`config.mk`:
```
export PLATFORM = sky130hd
export DESIGN_NAME = regbus_i2c_slave
export DESIGN_NICKNAME = d
export VERILOG_FILES = /design/src/rtl/i2cs_pkg.sv /design/src/rtl/i2cs_line_sync.sv /design/src/rtl/i2cs_engine.sv /design/src/rtl/regbus_i2c_slave.sv
export SDC_FILE = /design/constraint.sdc
export NUM_CORES = 1
export LEC_CHECK = 0
export ABC_AREA = 1
export CAP_MARGIN = 30
export CORE_MARGIN = 1
export CORE_UTILIZATION = 30
export CTS_CLUSTER_DIAMETER = 60
export DETAILED_ROUTE_END_ITERATION = 10
export SETUP_SLACK_MARGIN = 0.05
export SYNTH_ARGS = -nofsm -noshare
export SYNTH_HDL_FRONTEND = slang
export SYNTH_SLANG_ARGS = --single-unit
```
`constraint.sdc`:
```
create_clock -name clk -period 3.9 [get_ports clk]
set_input_delay 0.39 -clock clk [delete_from_list [all_inputs] [get_ports clk]]
set_output_delay 0.39 -clock clk [all_outputs]
set_load 0.05 [all_outputs]
```
`src/rtl/i2cs_pkg.sv`:
```
package i2cs_pkg;
  typedef enum logic [3:0] {
    S_IDLE, S_ADDR, S_SUB, S_WDAT, S_ACKW, S_ACKD,
    S_RD, S_RGAP, S_RACK, S_RNXT, S_IGN
  } i2cs_state_t;
endpackage

```
`src/rtl/i2cs_line_sync.sv`:
```
module i2cs_line_sync #(
  parameter int STAGES = 2
) (
  input  logic clk,
  input  logic rst_n,
  input  logic scl_i,
  input  logic sda_i,
  output logic scl_q,
  output logic sda_q,
  output logic scl_rise,
  output logic scl_fall,
  output logic start_det,
  output logic stop_det
);
  logic [STAGES-1:0] scl_s, sda_s;
  logic scl_p, sda_p;

  always_ff @(posedge clk or negedge rst_n) begin
    if (!rst_n) begin
      scl_s <= '1;
      sda_s <= '1;
      scl_p <= 1'b1;
      sda_p <= 1'b1;
    end else begin
      scl_s <= {scl_s[STAGES-2:0], scl_i};
      sda_s <= {sda_s[STAGES-2:0], sda_i};
      scl_p <= scl_s[STAGES-1];
      sda_p <= sda_s[STAGES-1];
    end
  end

  assign scl_q     = scl_s[STAGES-1];
  assign sda_q     = sda_s[STAGES-1];
  assign scl_rise  = scl_q & ~scl_p;
  assign scl_fall  = ~scl_q & scl_p;
  // SDA moving while SCL stays high marks a bus condition
  assign start_det = scl_q & scl_p & sda_p & ~sda_q;
  assign stop_det  = scl_q & scl_p & ~sda_p & sda_q;
endmodule

```
`src/rtl/i2cs_engine.sv`:
```
module i2cs_engine
  import i2cs_pkg::*;
#(
  parameter int         DW     = 8,
  parameter int         AW     = 8,
  parameter logic [6:0] ADDR_A = 7'b1000100,
  parameter logic [6:0] ADDR_B = 7'b1000110
) (
  input  logic          clk,
  input  logic          rst_n,
  input  logic          addr_sel,
  input  logic          scl_q,
  input  logic          sda_q,
  input  logic          scl_rise,
  input  logic          scl_fall,
  input  logic          start_det,
  input  logic          stop_det,
  input  logic [DW-1:0] rd_data,
  output logic          sda_oe,
  output logic          wr_en,
  output logic [AW-1:0] wr_addr,
  output logic [DW-1:0] wr_data,
  output logic [AW-1:0] ptr
);
  localparam int CW = $clog2(DW);
  localparam logic [CW-1:0] LAST_BIT = CW'(DW - 1);

  i2cs_state_t st, nxt;
  logic [DW-1:0] sh;
  logic [CW-1:0] cnt;
  logic [DW-1:0] rx_byte;
  logic [6:0]    my_addr;

  assign rx_byte = {sh[DW-2:0], sda_q};
  assign my_addr = addr_sel ? ADDR_B : ADDR_A;

  always_ff @(posedge clk or negedge rst_n) begin
    if (!rst_n) begin
      st      <= S_IDLE;
      nxt     <= S_IDLE;
      sh      <= '0;
      cnt     <= '0;
      sda_oe  <= 1'b0;
      wr_en   <= 1'b0;
      wr_addr <= '0;
      wr_data <= '0;
      ptr     <= '0;
    end else begin
      wr_en <= 1'b0;
      if (start_det) begin
        st     <= S_ADDR;
        cnt    <= '0;
        sda_oe <= 1'b0;
      end else if (stop_det) begin
        st     <= S_IDLE;
        sda_oe <= 1'b0;
      end else begin
        case (st)
          S_ADDR, S_SUB, S_WDAT: begin
            if (scl_rise) begin
              sh  <= rx_byte;
              cnt <= cnt + 1'b1;
              if (cnt == LAST_BIT) begin
                st <= S_ACKW;
                if (st == S_ADDR) begin
                  if (rx_byte[DW-1:1] == my_addr) nxt <= rx_byte[0] ? S_RD : S_SUB;
                  else st <= S_IGN;
                end else if (st == S_SUB) begin
                  ptr <= rx_byte[AW-1:0];
                  nxt <= S_WDAT;
                end else begin
                  wr_en   <= 1'b1;
                  wr_addr <= ptr;
                  wr_data <= rx_byte;
                  ptr     <= ptr + 1'b1;
                  nxt     <= S_WDAT;
                end
              end
            end
          end
          S_ACKW: if (scl_fall) begin
            sda_oe <= 1'b1;
            st     <= S_ACKD;
          end
          S_ACKD: if (scl_fall) begin
            cnt <= '0;
            if (nxt == S_RD) begin
              sh     <= rd_data;
              sda_oe <= ~rd_data[DW-1];
              st     <= S_RD;
            end else begin
              sda_oe <= 1'b0;
              st     <= nxt;
            end
          end
          S_RD: begin
            if (scl_rise) begin
              sh  <= {sh[DW-2:0], 1'b0};
              cnt <= cnt + 1'b1;
              if (cnt == LAST_BIT) begin
                ptr <= ptr + 1'b1;
                st  <= S_RGAP;
              end
            end else if (scl_fall) begin
              sda_oe <= ~sh[DW-1];
            end
          end
          S_RGAP: if (scl_fall) begin
            sda_oe <= 1'b0;
            st     <= S_RACK;
          end
          S_RACK: if (scl_rise) st <= sda_q ? S_IGN : S_RNXT;
          S_RNXT: if (scl_fall) begin
            sh     <= rd_data;
            sda_oe <= ~rd_data[DW-1];
            cnt    <= '0;
            st     <= S_RD;
          end
          default: sda_oe <= 1'b0;
        endcase
      end
    end
  end

  // SDA driven by the target only moves while SCL is low
  p_oe_scl_low_r10: assert property (@(posedge clk) disable iff (!rst_n)
    (sda_oe != $past(sda_oe)) |-> !scl_q);
  // Ignored transfer stays silent
  p_ign_quiet_r3: assert property (@(posedge clk) disable iff (!rst_n)
    (st == S_IGN) |-> (!sda_oe && !wr_en));
  // Line released while host drives its acknowledge
  p_rack_release_r7: assert property (@(posedge clk) disable iff (!rst_n)
    (st == S_RACK) |-> !sda_oe);
  // Write strobe is a single cycle
  p_wr_pulse_r5: assert property (@(posedge clk) disable iff (!rst_n)
    wr_en |=> !wr_en);
  // Pointer already stepped (modulo 256) when the write leaves
  p_wr_step_r8: assert property (@(posedge clk) disable iff (!rst_n)
    wr_en |-> (ptr == wr_addr + 1'b1));
endmodule

```
`src/rtl/regbus_i2c_slave.sv`:
```
module regbus_i2c_slave #(
  parameter int         SYNC_STAGES = 2,
  parameter logic [6:0] ADDR_A      = 7'b1000100,
  parameter logic [6:0] ADDR_B      = 7'b1000110
) (
  input  logic       clk,
  input  logic       rst_n,
  input  logic       addr_sel,
  input  logic       scl_i,
  input  logic       sda_i,
  output logic       sda_oe,
  output logic       wr_en,
  output logic [7:0] wr_addr,
  output logic [7:0] wr_data,
  output logic [7:0] rd_addr,
  input  logic [7:0] rd_data
);
  logic scl_q, sda_q, scl_rise, scl_fall, start_det, stop_det;

  i2cs_line_sync #(.STAGES(SYNC_STAGES)) u_sync (
    .clk(clk), .rst_n(rst_n), .scl_i(scl_i), .sda_i(sda_i),
    .scl_q(scl_q), .sda_q(sda_q), .scl_rise(scl_rise), .scl_fall(scl_fall),
    .start_det(start_det), .stop_det(stop_det)
  );

  i2cs_engine #(.DW(8), .AW(8), .ADDR_A(ADDR_A), .ADDR_B(ADDR_B)) u_eng (
    .clk(clk), .rst_n(rst_n), .addr_sel(addr_sel),
    .scl_q(scl_q), .sda_q(sda_q), .scl_rise(scl_rise), .scl_fall(scl_fall),
    .start_det(start_det), .stop_det(stop_det), .rd_data(rd_data),
    .sda_oe(sda_oe), .wr_en(wr_en), .wr_addr(wr_addr), .wr_data(wr_data),
    .ptr(rd_addr)
  );

  always_comb begin
    if (!rst_n) p_reset_quiet_r1: assert (!sda_oe && !wr_en);
  end
endmodule

```
==> results of run 1 <==
area by class of cell:
type                       instances  area (um^2)
sequential                        50         1260
multi-input combinational        244         1140
fill                             883         5160
inverter                          45          169
clock buffer                       8         90.1
tap                              105          131
timing repair buffer              39          383
sequential cells by signal (all words and copies together) (netlist names):
signal and cells:
u_eng.cnt 3, u_eng.nxt 3, u_eng.ptr 8, u_eng.sda_oe 1
u_eng.sh 8, u_eng.st 4, u_eng.wr_addr 8, u_eng.wr_data 8
u_eng.wr_en 1, u_sync.scl_p 1, u_sync.scl_s 2, u_sync.sda_p 1
u_sync.sda_s 2
cells in the mapped netlist:
cell type and count:
nor3b_1 2, buf_2 2, buf_6 4, o21bai_1 2
nand3_1 15, a21oi_2 1, nor2_2 2, nand3_2 1
o21ai_2 8, nand2_2 2, nor2_1 26, clkbuf_1 2
o21ai_1 1, ha_1 3, inv_2 4, a21oi_1 6
xnor2_1 1, o31ai_1 1, xor2_1 4, nor3_1 4
dfstp_2 6, o21ai_0 41, nand2_1 121, o211ai_1 1
nor2_4 1, inv_1 41, dfrtp_1 44, o22ai_1 1
critical path, cell delays in order, from the launching register on:
cell and delay (ns):
dfstp_2 0.55, inv_1 0.05, nor2_1 0.17, nand2_1 0.09, nor2_1 0.14, nand2_1 0.56, o21ai_0 0.41
power breakdown:
group          total, mW  internal [mW]  switching (mW)
combinational      0.805          0.266           0.540
sequential         0.691          0.606          0.0851
clock              0.318          0.145           0.173
metal layers:
| layer | up-vias | GRT usage, % | routed length (um) |
|---|---|---|---|
| met4 | 0 | 6.84 | 119 |
| met3 | 9 | 2.76 | 228 |
| met1 | 1053 | 20.9 | 3040 |
| met2 | 47 | 21.5 | 2640 |
| li1 | 1163 | - | - |
| met5 | - | 0 | 0 |
through the flow:
step           hold WS, ns  util [%]
6_report             0.177      38.1
5_1_grt              0.236      38.1
4_1_cts              0.201      38.1
3_5_place_dp         0.348      37.0
3_3_place_gp         0.347      37.0
2_1_floorplan       0.0944         -
cells by family (layout without fill, tap and decap cells):
family                   after synthesis  count (layout)  share of synthesized area [%]
adder cells (fa/ha/maj)                3               3                           1.42
AND/OR/NAND/NOR                      174             174                           26.9
XOR/XNOR                               5               5                           1.66
flip-flops                            50              50                           47.8
buffers and inverters                 53              92                           8.78
AO/OA/AOI/OAI                         62              62                           13.5
path summary, 6_finish.rpt:
kind / end / slack, ns / cells after the start
max: u_eng.wr_data[1] / 1.83 / 6
min: u_eng.wr_data[4] / 0.18 / 2
max reg2reg: u_eng.wr_data[1] / 1.83 / 6
min reg2reg: u_sync.scl_s[1] / 0.36 / 0
max in group asynchronous: u_eng.cnt[1] / 3.29 / 2
min in group clk: u_sync.scl_s[1] / 0.36 / 0
==> reports/metrics.cfg, run 1 <==
[logic_synthesis]
ys_types = 28
synth_area_mm2 = 0.00264
yosys.area.top_type = dfrtp_1
ys_seq_area_share_pct = 47.8
synthCells = 347
synth_nets = 363
ys_warn_count = 0
ys_seq_elements = 50
yosys.area.top_type_share_pct = 41.8
synth.area.top_cells = dfrtp_1 (42%), nand2_1 (17%), o21ai_0 (7.8%)
avgSynthCellArea_um2 = 7.59

[clocking]
cts_buffers = 5
clockBufferDepth = 2
cts-root-buf = clkbuf_8
insertion_delay_ns = 0.31
clkSlewWorstSetupHoldPaths_ns = 0.09
cts_tree = done
ctsResizeCount = 0
htreeDepth = 2
cts.sinks = 50
postCtsSetupBuffers = 0
hold_buffers = 0

[critical_path]
cp.arrival_ns = 2.27
worst-setup-path-type = flop to flop
timing.rr.start = u_sync.scl_s[1]
cp-end-kind = flop
start_kind = flop
worst_ep_required_time_ns = 4.10
critPathLaunch = u_sync.scl_s[1]
worstPathMaxFanout = 33

[drt]
wl_um = 6020
vias = 2272
vias_per_cell = 4.63
first_pass_iters = 4
drc = 0
drtIter0Drc = 168
avgRoutedWirePerCell_um = 12.3
ant_nets = 0

[timing]
final-hold-violation-count = 0
layout_setup_ws_ns = 1.83
drv_slew = 0
clock_skew_ns = 0.0111
period_needed_ns = 2.07
fin_tns_setup_ns = 0
tightestPinTransition_ns = 0.928
rsz0062_at_grt = no
fmax_mhz = 483
finalCritPeriodShare_pct = 53.1
setup_viol = 0
relSlewSlack_pct = 38.0

[floorplan]
row_count = 33
die_h_um = 95.7
start_util_pct = 31.6
core_area_mm2 = 0.00834
io_pins = 39
die_width_um = 95.7
die_area_mm2 = 0.00916

[placed_design]
post-place-ws_ns = 1.83
numPortBuffers = 38
dp_hpwl_um = 4420
dp_cells = 483
gp_congestion = 0.897
placed_cell_area_mm2 = 0.00309

[pwr]
p_per_area_mw_per_mm2 = 571
peakVddDrop_uv = 289
p_total_mw = 1.81
p_leak_nw = 1.54

[layout]
layout_commonest_cell = nand2_1
layout_common_cells = nand2_1 (121), dfrtp_1 (44), inv_1 (41), o21ai_0 (41), clkdlybuf4s50_1 (37)
drive_gt1_share_pct = 8.55
instances_no_fill = 491
insertedDiodeCount = 0
syn_to_final_growth_pct = 20.6
final_nets = 401
fin_area_mm2 = 0.00318

[flow_run]
drv_cap = 0

[global_route]
antenna_found_initial = 0
grt_pass1_vias = 2156
grt_overflow = 0
grt_pass1_wl_um = 10200
grtUsageTotal_pct = 14.7
grt_max_degree = 51

[worst_hold_path]
hold_class = input port to async pin

[outcome]
status = finished clean

No activity file was read; power rests on OpenSTA's default activity.
==> inputs of run 2 (changes only) <==
Clock period 3.9 ns to 1.9 ns, I/O delays scaled along.
==> run 2 against run 1 <==
  * Final area increased by 2.4%
  * Critical path depth is 5 lower
  * Register-to-register slack got worse by 1.7 ns
  * Hold slack better by 0.097 ns
  * Largest power group unchanged
==> reports/metrics.cfg, run 2 (same netlist as run 1, synthesis figures left out) <==
[floorplan]
io_pins = 39  ; unchanged
die_h_um = 95.7  ; unchanged
row_count = 33  ; unchanged
core_area_mm2 = 0.00834  ; unchanged
start_util_pct = 31.6  ; unchanged
die_area_mm2 = 0.00916  ; unchanged
die_width_um = 95.7  ; unchanged

[global_route]
antenna_found_initial = 0  ; unchanged
grt_overflow = 0  ; unchanged
grt_pass1_wl_um = 10100  ; was 10200 um
grt_pass1_vias = 2204  ; was 2156
grt_max_degree = 51  ; unchanged
grtUsageTotal_pct = 14.3  ; was 14.7%

[clocking]
insertion_delay_ns = 0.32  ; was 0.31 ns
postCtsSetupBuffers = 0  ; unchanged
cts_buffers = 5  ; unchanged
clkSlewWorstSetupHoldPaths_ns = 0.09  ; about the same
clockBufferDepth = 2  ; unchanged
htreeDepth = 2  ; unchanged
cts_tree = done  ; unchanged
cts-root-buf = clkbuf_8  ; unchanged
cts.sinks = 50  ; unchanged

[critical_path]
cp_num_buf_inv = 1  ; unchanged
slowest_delay_ns = 0.83  ; was 0.56 ns
worstPathMaxFanout = 5  ; was 33
timing.rr.start = u_eng.st[2]  ; was u_sync.scl_s[1]
worst_ep_required_time_ns = 1.71  ; was 4.10 ns
r2r_cells = 8  ; was 6
r2r_end = u_eng.sh[2]  ; was u_eng.wr_data[1]
cp.arrival_ns = 1.58  ; was 2.27 ns
cp-end-kind = output port  ; was flop
worst-setup-path-type = flop to output port  ; was flop to flop
ff2ff_setup_slack_ns = 0.17  ; was 1.83 ns
cpMaxStageDelayCell = clkdlybuf4s50_1  ; was nand2_1
cpLargestDelayFamily = buffers and inverters  ; was simple AND/OR/NAND/NOR gates
path_depth = 1  ; was 6
crit_path_cell_trace = clkdlybuf4s50_1  ; was inv_1 -> nor2_1 -> nand2_1 -> nor2_1 -> nand2_1 -> o21ai_0
start_kind = flop  ; unchanged

[layout]
utilization_pct = 39.0  ; was 38.1%
seq_area_mm2 = 0.00126  ; about the same
fillers = 887  ; was 883
insertedDiodeCount = 0  ; unchanged
layout_common_cells = nand2_1 (121), dfrtp_1 (43), inv_1 (41)  ; was nand2_1 (121), dfrtp_1 (44), inv_1 (41), o21ai_0 (41), clkdlybuf4s50_1 (37)
layout_commonest_cell = nand2_1  ; unchanged
fin_area_mm2 = 0.00325  ; was 0.00318 mm^2
final_nets = 408  ; was 401
multi_input_area_mm2 = 0.00116  ; was 0.00114 mm^2
syn_to_final_growth_pct = 23.4  ; was 20.6%
instances_no_fill = 498  ; was 491
drive_gt1_share_pct = 10.9  ; was 8.55%

[worst_hold_path]
min_from = sda_i
hold_class = input port to flop  ; was input port to async pin
hold_path_depth = 1
holdPathEnd = u_sync.sda_s[0]

[placed_design]
placed_cell_area_mm2 = 0.00313  ; was 0.00309 mm^2
dp_cells = 489  ; was 483
numPortBuffers = 38  ; unchanged
dp_hpwl_um = 4340  ; was 4420 um
gp_congestion = 0.868  ; was 0.897

[drt]
vias_per_cell = 4.58  ; was 4.63
drtIter0Drc = 156  ; was 168
ant_nets = 0  ; unchanged
vias = 2279  ; was 2272
drc = 0  ; unchanged
wl_um = 5840  ; was 6020 um
avgRoutedWirePerCell_um = 11.7  ; was 12.3 um
first_pass_iters = 5  ; was 4

[outcome]
status = finished clean  ; unchanged

[flow_run]
drv_cap = 0  ; unchanged

[timing]
drv_slew = 0  ; unchanged
finalCritPeriodShare_pct = 93.2
final-hold-violation-count = 0  ; unchanged
clock_skew_ns = 0.00654  ; was 0.0111 ns
setup_viol = 0  ; unchanged
tightestPinTransition_ns = 0.632  ; was 0.928 ns
period_needed_ns = 1.77
fin_tns_setup_ns = 0  ; unchanged
rsz0062_at_grt = no  ; unchanged
relSlewSlack_pct = 57.8  ; was 38.0%
fmax_mhz = 565

[pwr]
p_per_area_mw_per_mm2 = 1160  ; was 571 mW/mm^2
p_leak_nw = 1.58  ; was 1.54 nW
peakVddDrop_uv = 478  ; was 289 uV

-- run 2: changes by cell type in the layout (fill, tap and decap cells not counted) --
cell / delta
o21ai_0: -1
clkbuf_1: -2
nand3_2: -1
buf_4: +6
o21ai_2: +1
inv_2: -1
clkinvlp_4: +1
clkinv_2: +1
dlygate4sd3_1: +1
dfrtp_1: -1
nand3_4: +1
dfrtp_2: +1
inv_4: +1
-- run 2: report_power, final --
| part | total (mW) | internal, mW | switching, mW |
|---|---|---|---|
| clock | 0.666 | 0.293 | 0.373 |
| combinational | 1.71 | 0.581 | 1.13 |
| sequential | 1.41 | 1.25 | 0.168 |
| total | 3.79 | 2.12 | 1.67 |
-- run 2: worst max path at each step --
stage                            start      endpoint
after floorplan           u_eng.ptr[0]  u_eng.ptr[6]
after global placement     u_eng.st[1]   u_eng.sh[3]
after detailed placement   u_eng.st[1]   u_eng.sh[7]
after CTS                  u_eng.st[1]   u_eng.sh[2]
after global routing       u_eng.st[1]  u_eng.ptr[1]
final                     u_eng.ptr[2]    rd_addr[2]
-- run 2: cell type report --
| cell class | count | share of cell area (%) |
|---|---|---|
| clock buffer | 6 | 2.54 |
| clock inverter | 2 | 0.385 |
| inverter | 45 | 5.27 |
| multi-input combinational | 244 | 35.6 |
| sequential | 50 | 38.7 |
| tap | 105 | 4.04 |
| timing repair buffer | 46 | 13.5 |
-- run 2: per-layer routing --
metal / track usage (%) / wire length [um] / vias to the layer above
li1: - / - / 1176
met3: 2.29 / 172 / 10
met2: 21.3 / 2510 / 43
met1: 20.4 / 3040 / 1050
met5: 0 / 0 / -
met4: 6.09 / 118 / 0
-- run 2: metrics by stage --
step / total power [mW] / hold slack [ns] / setup WS [ns]
floorplan: 2.73 / -0.106 / 0.245
global placement: 3.08 / 0.341 / 0.195
detailed placement: 3.10 / 0.344 / 0.112
CTS: 3.78 / 0.264 / 0.105
global route: 4.11 / 0.270 / 0.0627
finish: 3.79 / 0.275 / 0.129
-- run 2: what timing repair did --
| item | CTS | global route |
|---|---|---|
| endpoints found under the setup margin | 0 | 14 |
| endpoints found under the hold margin | 34 | 0 |
| gates resized for setup | 0 | 5 |
| hold buffers | 1 | 0 |
==> inputs of run 3 (changes only) <==
Settings changed: GPL_TIMING_DRIVEN set to 0.
==> run 3 against run 2 <==
  * Hold slack improved by 0.0094 ns
  * Utilization rose by 0.71 points
  * Clock skew rose by 0.0085 ns
  * Clock power fell by 6.0%
  * Final area rose by 1.8%
  * Sequential power barely moved
  * Die area did not move
  * Sequential share of layout area fell by 0.73 points
  * Routed wire length rose by 8.5%
  * Largest power group unchanged
==> reports/metrics.cfg, run 3 (same netlist as run 1, synthesis figures left out) <==
[critical_path]
worst-setup-path-type = flop to output port  ; unchanged
cp-end-kind = output port  ; unchanged
cp_num_buf_inv = 1  ; unchanged
cpMaxStageDelayCell = clkdlybuf4s50_1  ; unchanged
r2r_end = u_eng.ptr[6]  ; was u_eng.sh[2]
crit_path_cell_trace = clkdlybuf4s50_1  ; unchanged
worst_ep_required_time_ns = 1.71  ; about the same
path_depth = 1  ; unchanged
cp-endpoint = rd_addr[2]  ; unchanged
cp.arrival_ns = 1.59  ; was 1.58 ns
critPathLaunch = u_eng.ptr[2]  ; unchanged
cpLargestDelayFamily = buffers and inverters  ; unchanged
slowest_delay_ns = 0.84  ; was 0.83 ns
timing.rr.start = u_eng.st[0]  ; was u_eng.st[2]
r2r_cells = 10  ; was 8
worstPathMaxFanout = 5  ; unchanged
ff2ff_setup_slack_ns = 0.19  ; was 0.17 ns
start_kind = flop  ; unchanged

[floorplan]
die_h_um = 95.7  ; unchanged
die_area_mm2 = 0.00916  ; unchanged
io_pins = 39  ; unchanged
core_area_mm2 = 0.00834  ; unchanged
row_count = 33  ; unchanged
start_util_pct = 31.6  ; unchanged
die_width_um = 95.7  ; unchanged

[drt]
first_pass_iters = 4  ; was 5
avgRoutedWirePerCell_um = 12.7  ; was 11.7 um
ant_nets = 0  ; unchanged
drtIter0Drc = 122  ; was 156
wl_um = 6340  ; was 5840 um
drc = 0  ; unchanged
vias = 2315  ; was 2279
vias_per_cell = 4.63  ; was 4.58

[global_route]
grt_pass1_wl_um = 10900  ; was 10100 um
grtUsageTotal_pct = 15.6  ; was 14.3%
grt_pass1_vias = 2300  ; was 2204
grt_overflow = 0  ; unchanged
antenna_found_initial = 0  ; unchanged
grt_max_degree = 33  ; was 51

[clocking]
clkSlewWorstSetupHoldPaths_ns = 0.10  ; was 0.09 ns
htreeDepth = 2  ; unchanged
cts.sinks = 50  ; unchanged
cts_buffers = 5  ; unchanged
insertion_delay_ns = 0.31  ; was 0.32 ns
clockBufferDepth = 2  ; unchanged
cts_tree = done  ; unchanged
cts-root-buf = clkbuf_8  ; unchanged

[pwr]
p_leak_nw = 1.61  ; was 1.58 nW
peakVddDrop_uv = 695  ; was 478 uV
p_per_area_mw_per_mm2 = 1160  ; about the same

[timing]
clock_skew_ns = 0.0150  ; was 0.00654 ns
finalCritPeriodShare_pct = 93.6  ; was 93.2%
rsz0062_at_grt = no  ; unchanged
fmax_mhz = 562  ; was 565 MHz
final-hold-violation-count = 0  ; unchanged
tightestPinTransition_ns = 0.498  ; was 0.632 ns
period_needed_ns = 1.78  ; was 1.77 ns
holdWs_ns = 0.284  ; was 0.275 ns
drv_slew = 0  ; unchanged
setup_viol = 0  ; unchanged
relSlewSlack_pct = 66.7  ; was 57.8%

[outcome]
status = finished clean  ; unchanged

[flow_run]
drv_cap = 0  ; unchanged

[layout]
syn_to_final_growth_pct = 25.6  ; was 23.4%
insertedDiodeCount = 0  ; unchanged
drive_gt1_share_pct = 12.7  ; was 10.9%
final_nets = 410  ; was 408
layout_common_cells = nand2_1 (119), dfrtp_1 (44), inv_1 (41)  ; was nand2_1 (121), dfrtp_1 (43), inv_1 (41)
layout_commonest_cell = nand2_1  ; unchanged
instances_no_fill = 500  ; was 498

[worst_hold_path]
hold_path_depth = 1  ; unchanged
min_from = scl_i  ; was sda_i
hold_class = input port to flop  ; unchanged

[placed_design]
gp_congestion = 0.871  ; was 0.868
dp_hpwl_um = 4710  ; was 4340 um
dp_cells = 491  ; was 489
numPortBuffers = 38  ; unchanged

[run 3: worst min path at each step]
stage,end,slack (ns)
floorplan,u_eng.cnt[0],-0.11
global placement,u_sync.sda_s[1],0.35
detailed placement,u_eng.sh[4],0.17
CTS,u_sync.scl_s[0],0.27
global route,u_sync.sda_s[0],0.29
finish,u_sync.scl_s[0],0.28
[run 3: what timing repair did]
| action | in CTS | in global routing |
|---|---|---|
| gates cloned | 0 | 0 |
| endpoints found under the setup margin | 16 | 33 |
| hold buffers | 1 | 0 |
| gates resized for setup | 1 | 17 |
| setup buffers | 0 | 0 |
| hold endpoints to repair | 12 | 0 |
[run 3: report_power, final]
part           switching [mW]  total [mW]  leakage, nW  internal (mW)
combinational            1.18        1.81        0.911          0.636
sequential              0.157        1.40        0.655           1.24
clock                   0.365       0.626       0.0452          0.261
[run 3: through the flow]
step | setup slack [ns] | area (um^2) | TNS [ns] | utilization [%] | power [mW]
after floorplan | 0.245 | 2640 | 0 | - | 2.73
after global placement | -0.853 | 3150 | -39.36 | 37.7 | 3.14
after detailed placement | -0.0244 | 3160 | -0.0460 | 37.9 | 3.17
after CTS | 0.0819 | 3260 | 0 | 39.1 | 3.81
after global routing | 0.0623 | 3310 | 0 | 39.7 | 4.18
final | 0.121 | 3310 | 0 | 39.7 | 3.84
[run 3: final cells by class]
cell class,instances,area (um^2)
buffer,8,65.1
inverter,45,169
multi-input combinational,244,1190
tap,105,131
timing repair buffer,40,408
clock buffer,6,72.6
fill,883,5030
clock inverter,2,13.8
sequential,50,1260
[run 3: metal layers]
| layer | routed length (um) | GRT usage [%] |
|---|---|---|
| met5 | 0 | 0 |
| met4 | 67 | 5.72 |
| met3 | 204 | 2.61 |
| met2 | 2890 | 23.8 |
| met1 | 3170 | 22.1 |
